==> config.mk <==
export PLATFORM = sky130hd
export DESIGN_NAME = wfe_sleep_ctrl
export DESIGN_NICKNAME = d
export VERILOG_FILES = /design/src/rtl/wfe_pkg.sv /design/src/rtl/wfe_irq_merge.sv /design/src/rtl/wfe_decide.sv /design/src/rtl/wfe_evt_reg.sv /design/src/rtl/wfe_sleep_ctrl.sv
export SDC_FILE = /design/constraint.sdc
export NUM_CORES = 1
export LEC_CHECK = 0
export BUFFER_PORTS_ARGS = -buffer_cell sky130_fd_sc_hd__buf_4
export CORE_AREA = 2 2 39 41
export CTS_BUF_LIST = sky130_fd_sc_hd__clkbuf_16
export DETAILED_ROUTE_END_ITERATION = 10
export DIE_AREA = 0 0 41 43
export PLACE_DENSITY = 0.39
export REMOVE_ABC_BUFFERS = 1
export SYNTH_ARGS = -nofsm -noshare
export SYNTH_HDL_FRONTEND = slang
export SYNTH_SLANG_ARGS = --single-unit
==> constraint.sdc <==
create_clock -name clk -period 1.3 [get_ports clk]
set_clock_uncertainty 0.1 [all_clocks]
set_input_delay 0.26 -clock clk [delete_from_list [all_inputs] [get_ports clk]]
set_output_delay 0.26 -clock clk [all_outputs]
set_load 0.02 [all_outputs]
==> src/rtl/wfe_pkg.sv <==
package wfe_pkg;
  typedef enum logic [1:0] {
    HR_NONE = 2'b00,
    HR_WFE  = 2'b01,
    HR_WFI  = 2'b10,
    HR_RSVD = 2'b11
  } halt_reason_e;
endpackage

==> src/rtl/wfe_irq_merge.sv <==
module wfe_irq_merge #(
  parameter int IRQ_W = 4
) (
  input  logic [IRQ_W-1:0] irq_evt,
  output logic             irq_any
);
  logic [IRQ_W:0] chain;
  assign chain[0] = 1'b0;
  for (genvar g = 0; g < IRQ_W; g++) begin : g_or
    assign chain[g+1] = chain[g] | irq_evt[g];
  end
  assign irq_any = chain[IRQ_W];
endmodule

==> src/rtl/wfe_decide.sv <==
module wfe_decide
  import wfe_pkg::*;
(
  input  halt_reason_e reason_q,
  input  logic         evt_q,
  input  logic         wfe_req,
  input  logic         wfi_req,
  input  logic         sev,
  input  logic         irq_any,
  input  logic         evs_pulse,
  output halt_reason_e reason_d,
  output logic         evt_set,
  output logic         evt_clr,
  output logic         done_d
);
  logic any_evt;
  assign any_evt = sev | irq_any;

  always_comb begin
    reason_d = reason_q;
    evt_set  = 1'b0;
    evt_clr  = 1'b0;
    done_d   = 1'b0;
    case (reason_q)
      HR_NONE: begin
        if (wfe_req) begin
          if (evt_q | any_evt | evs_pulse) begin
            evt_clr = 1'b1;
            done_d  = 1'b1;
          end else begin
            reason_d = HR_WFE;
          end
        end else begin
          evt_set = any_evt;
          if (wfi_req && !irq_any) reason_d = HR_WFI;
        end
      end
      HR_WFE: begin
        if (any_evt | evs_pulse) begin
          reason_d = HR_NONE;
          evt_set  = 1'b1;
          done_d   = 1'b1;
        end
      end
      HR_WFI: begin
        evt_set = any_evt;
        if (irq_any) reason_d = HR_NONE;
      end
      default: reason_d = HR_NONE;
    endcase
  end
endmodule

==> src/rtl/wfe_evt_reg.sv <==
module wfe_evt_reg (
  input  logic clk,
  input  logic rst,
  input  logic evt_set,
  input  logic evt_clr,
  output logic evt_q
);
  always_ff @(posedge clk) begin
    if (rst)          evt_q <= 1'b0;
    else if (evt_clr) evt_q <= 1'b0;
    else if (evt_set) evt_q <= 1'b1;
  end
endmodule

==> src/rtl/wfe_sleep_ctrl.sv <==
module wfe_sleep_ctrl
  import wfe_pkg::*;
#(
  parameter int IRQ_W = 4
) (
  input  logic             clk,
  input  logic             rst,
  input  logic             wfe_req,
  input  logic             wfi_req,
  input  logic             sev,
  input  logic [IRQ_W-1:0] irq_evt,
  input  logic             evs_pulse,
  output logic             halted,
  output logic [1:0]       halt_reason,
  output logic             wfe_done,
  output logic             evt_reg,
  output logic             wake_try
);
  halt_reason_e reason_q, reason_d;
  logic irq_any, evt_set, evt_clr, done_d;
  logic halted_q, done_q, wake_q;

  wfe_irq_merge #(.IRQ_W(IRQ_W)) u_merge (
    .irq_evt (irq_evt),
    .irq_any (irq_any)
  );

  wfe_decide u_decide (
    .reason_q  (reason_q),
    .evt_q     (evt_reg),
    .wfe_req   (wfe_req),
    .wfi_req   (wfi_req),
    .sev       (sev),
    .irq_any   (irq_any),
    .evs_pulse (evs_pulse),
    .reason_d  (reason_d),
    .evt_set   (evt_set),
    .evt_clr   (evt_clr),
    .done_d    (done_d)
  );

  wfe_evt_reg u_evt (
    .clk     (clk),
    .rst     (rst),
    .evt_set (evt_set),
    .evt_clr (evt_clr),
    .evt_q   (evt_reg)
  );

  always_ff @(posedge clk) begin
    if (rst) begin
      reason_q <= HR_NONE;
      halted_q <= 1'b0;
      done_q   <= 1'b0;
      wake_q   <= 1'b0;
    end else begin
      reason_q <= reason_d;
      halted_q <= (reason_d != HR_NONE);
      done_q   <= done_d;
      wake_q   <= evs_pulse;
    end
  end

  assign halt_reason = reason_q;
  assign halted      = halted_q;
  assign wfe_done    = done_q;
  assign wake_try    = wake_q;
endmodule

==> summary.txt <==
Outcome
  • Status: complete, but fails checks
  • Failing checks: negative setup slack

Floorplanning
  • Area of the die: 0.00176 mm2
  • Std-Cell Core Area: 0.00138 mm2
  • Top-Level Pins: 16
  • Die X-Extent: 41 um
  • Number of rows in the core area: 14
  • Die span in y: 43 um
  • Starting Density: 0.181

Critical path
  • Critical path data arrival time: 1.32 ns
  • Slack of the worst reg-to-reg path: around 0.20 ns
  • Worst Reg2Reg Path Length in Cells: 3
  • Setup crit end kind: flip-flop
  • R2R Path Start: u_evt.evt_q
  • Worst-path maximum fanout: 4
  • CP required: 1.31 ns
  • Crit path kind: in2reg
  • Startpoint class of the critical path: input port
  • Timing startpoint of the critical path: irq_evt[2]
  • End of the worst register-to-register path: halted

GRT
  • Total congestion overflow after global routing: 0
  • Vias in the first global route: 269
  • Number of antenna violations at the first check in global routing: 0
  • Overall track demand over capacity in global routing: 0.0994
  • Pin count of the biggest net entering global routing: 10
  • First-pass GRT wire length: 1060 um

Cells and area
  • Multi-input combinational cell area: 140 um2
  • Number of antenna cells inserted: 0
  • Syn-to-layout area delta: 90.5%
  • Fraction of layout cells with a size suffix above 1: 0.500
  • Net count, final: 56
  • Sequential cell area in the final layout: 121 um2
  • Layout Cell Area excl Fill: between 400 and 500 um2
  • Fill cell instance count of the final layout: 151

Clock network
  • # clock sinks: 6
  • Post-CTS Setup Repair Bufs: 0
  • Clock tree from TritonCTS: done
  • Clock insertion delay at the later pin of the skew report: 0.23 ns
  • Post-CTS Hold Fix Bufs: 0
  • Max Buffers Root-to-Sink: 2
  • CTS Buf Count: 3
  • Clock tree root buffer cell: clkbuf_16
  • Clock input transition at the sequential cells of the worst setup and hold paths: approximately 0.030 ns
  • Depth of the CTS H-tree: 1

Synthesis
  • Count leader, synth: dfxtp_1
  • Portion of the post-synthesis area used by sequential elements: 0.480
  • Distinct cells, synth: 15
  • Number of flops mapped to enable cells by yosys: 0
  • Post-synthesis instance area: between 200 and 300 um2
  • Yosys top cell by area: dfxtp_1
  • Most used flip-flop cell after synthesis: dfxtp_1
  • Flops & latches, synth: 6
  • Area share of the largest cell type after synthesis: 0.480
  • Share of synthesized registers carrying an async set or reset: 0
  • Yosys warning count: 0
  • Average cell area after synthesis: 9.62 um2
  • Largest cells by area after synthesis: dfxtp_1 48%, a2111oi_2 6.0%, nor2b_1 5.0%, nor4_1 5.0%, or4_4 4.5%
  • Cell count after synthesis: 26

Timing
  • FMAX: 766 MHz
  • Normalized max-slew margin: 0.806
  • Portion of the clock cycle consumed by the worst path in the final layout: 1.00
  • Final hold viol count: 0
  • Final Max Tran Viols: 0
  • Worst hold-check slack: between 0.1 and 0.15 ns
  • Final setup violation count: 1
  • Post-layout min period: 1.31 ns
  • Unrepaired setup endpoints after global routing: yes
  • Slew at the pin closest to its max-slew limit: 0.288 ns
  • Post-layout worst setup margin: -0.00557 ns

Route
  • Vias: 290
  • Vias per Instance: 4.83
  • Final WL: about 700 um
  • Iteration-0 DRC count of the detailed router: 5
  • Remaining DRCs: 0
  • Routed len/inst: 11.8 um
  • Number of optimization iterations in the first detailed-route pass: 4
  • Residual antenna-violating net count after detailed routing: 0

Min path
  • Hold Startpoint: rst
  • Endpoint of the worst hold-timing path: u_evt.evt_q
  • Worst Hold Path Cells: 2
  • Class of the worst hold path: in2reg

Placed design
  • GPL Wtd Cong: 0.748
  • Port bufs: 15
  • Worst Setup Slack post-DPL: -0.299 ns
  • Placed standard-cell area: 383 um2

Power and ir drop
  • Total power consumption of the routed design: 756 uW
  • P_leak: between 0.2 and 0.25 nW
  • VDD IR max: between 0.4 and 0.5 mV
  • Power density relative to cell area: 1590 mW/mm2

Flow run
  • # Max-Cap Violations: 0
[timing repair]
action / in CTS / in global routing
endpoints found under the setup margin: 1 / 3
resized for setup: 1 / 2
pin swaps: 2 / 1
[worst max-delay path, cell delays in order]
cell	delay, ns
buf_4	0.11
or4_4	0.57
a2111oi_4	0.30
nor3_2	0.07
[kinds of logic (layout without fill, tap and decap cells)]
family                 Yosys count  after routing  synth area share
AO/OA/AOI/OAI                    7              7             0.220
AND/OR/NAND/NOR                 11             11             0.270
flip-flops                       6              6             0.480
buffers and inverters            2             20            0.0300
[power breakdown]
group / internal (mW) / switching [mW]
Sequential: 0.191 / 0.00492
Combinational: 0.0335 / 0.0294
Clock: 0.395 / 0.102
[state kept, by name, indices dropped and copies added, names as in the netlist]
signal       count
wake_try         1
u_evt.evt_q      1
wfe_done         1
halted           1
halt_reason      2
[per-layer routing]
metal	track usage	wire length, um
met1	0.0965	277
met2	0.131	314
met3	0.0471	71
met4	0.120	42
met5	0	0
[worst max-delay path by stage]
stage / to / slack [ns] / cells past startpoint
after global placement: u_evt.evt_q / -0.28 / 4
after floorplan: u_evt.evt_q / -0.13 / 3
after detailed placement: u_evt.evt_q / -0.30 / 4
after CTS: halt_reason[0] / 0.0006 / 1
after global routing: u_evt.evt_q / -0.04 / 4
final: u_evt.evt_q / -0.006 / 4
[layout by cell type (no fill, tap or decap), drive strengths merged]
master,Yosys,routed
nand3b,1,1
nor3,2,2
or4,1,1
nor2,2,2
nor4,2,2
clkbuf,0,3
nand2b,1,1
a21oi,2,2
buf,0,15
dfxtp,6,6
inv,2,2
o41ai,1,1
nor2b,2,2
o2111ai,1,1
o31ai,1,1
a2111oi,1,1
o21ai,1,1
[metrics by stage]
stage,util,setup TNS [ns],instances
4_1_cts,0.340,0,60
3_3_place_gp,0.277,-0.643,57
2_1_floorplan,-,-0.125,26
3_5_place_dp,0.277,-0.667,57
5_1_grt,0.344,-0.0613,60
6_report,0.344,-0.00557,60
[layout make-up]
| cell class | instances | area share |
|---|---|---|
| clock buffers | 3 | 0.157 |
| inverters | 2 | 0.0157 |
| multi-input cells | 18 | 0.294 |
| flip-flops and latches | 6 | 0.255 |
| well taps | 16 | 0.0420 |
| repair buffers | 15 | 0.236 |
No activity file was read; power rests on OpenSTA's default activity.
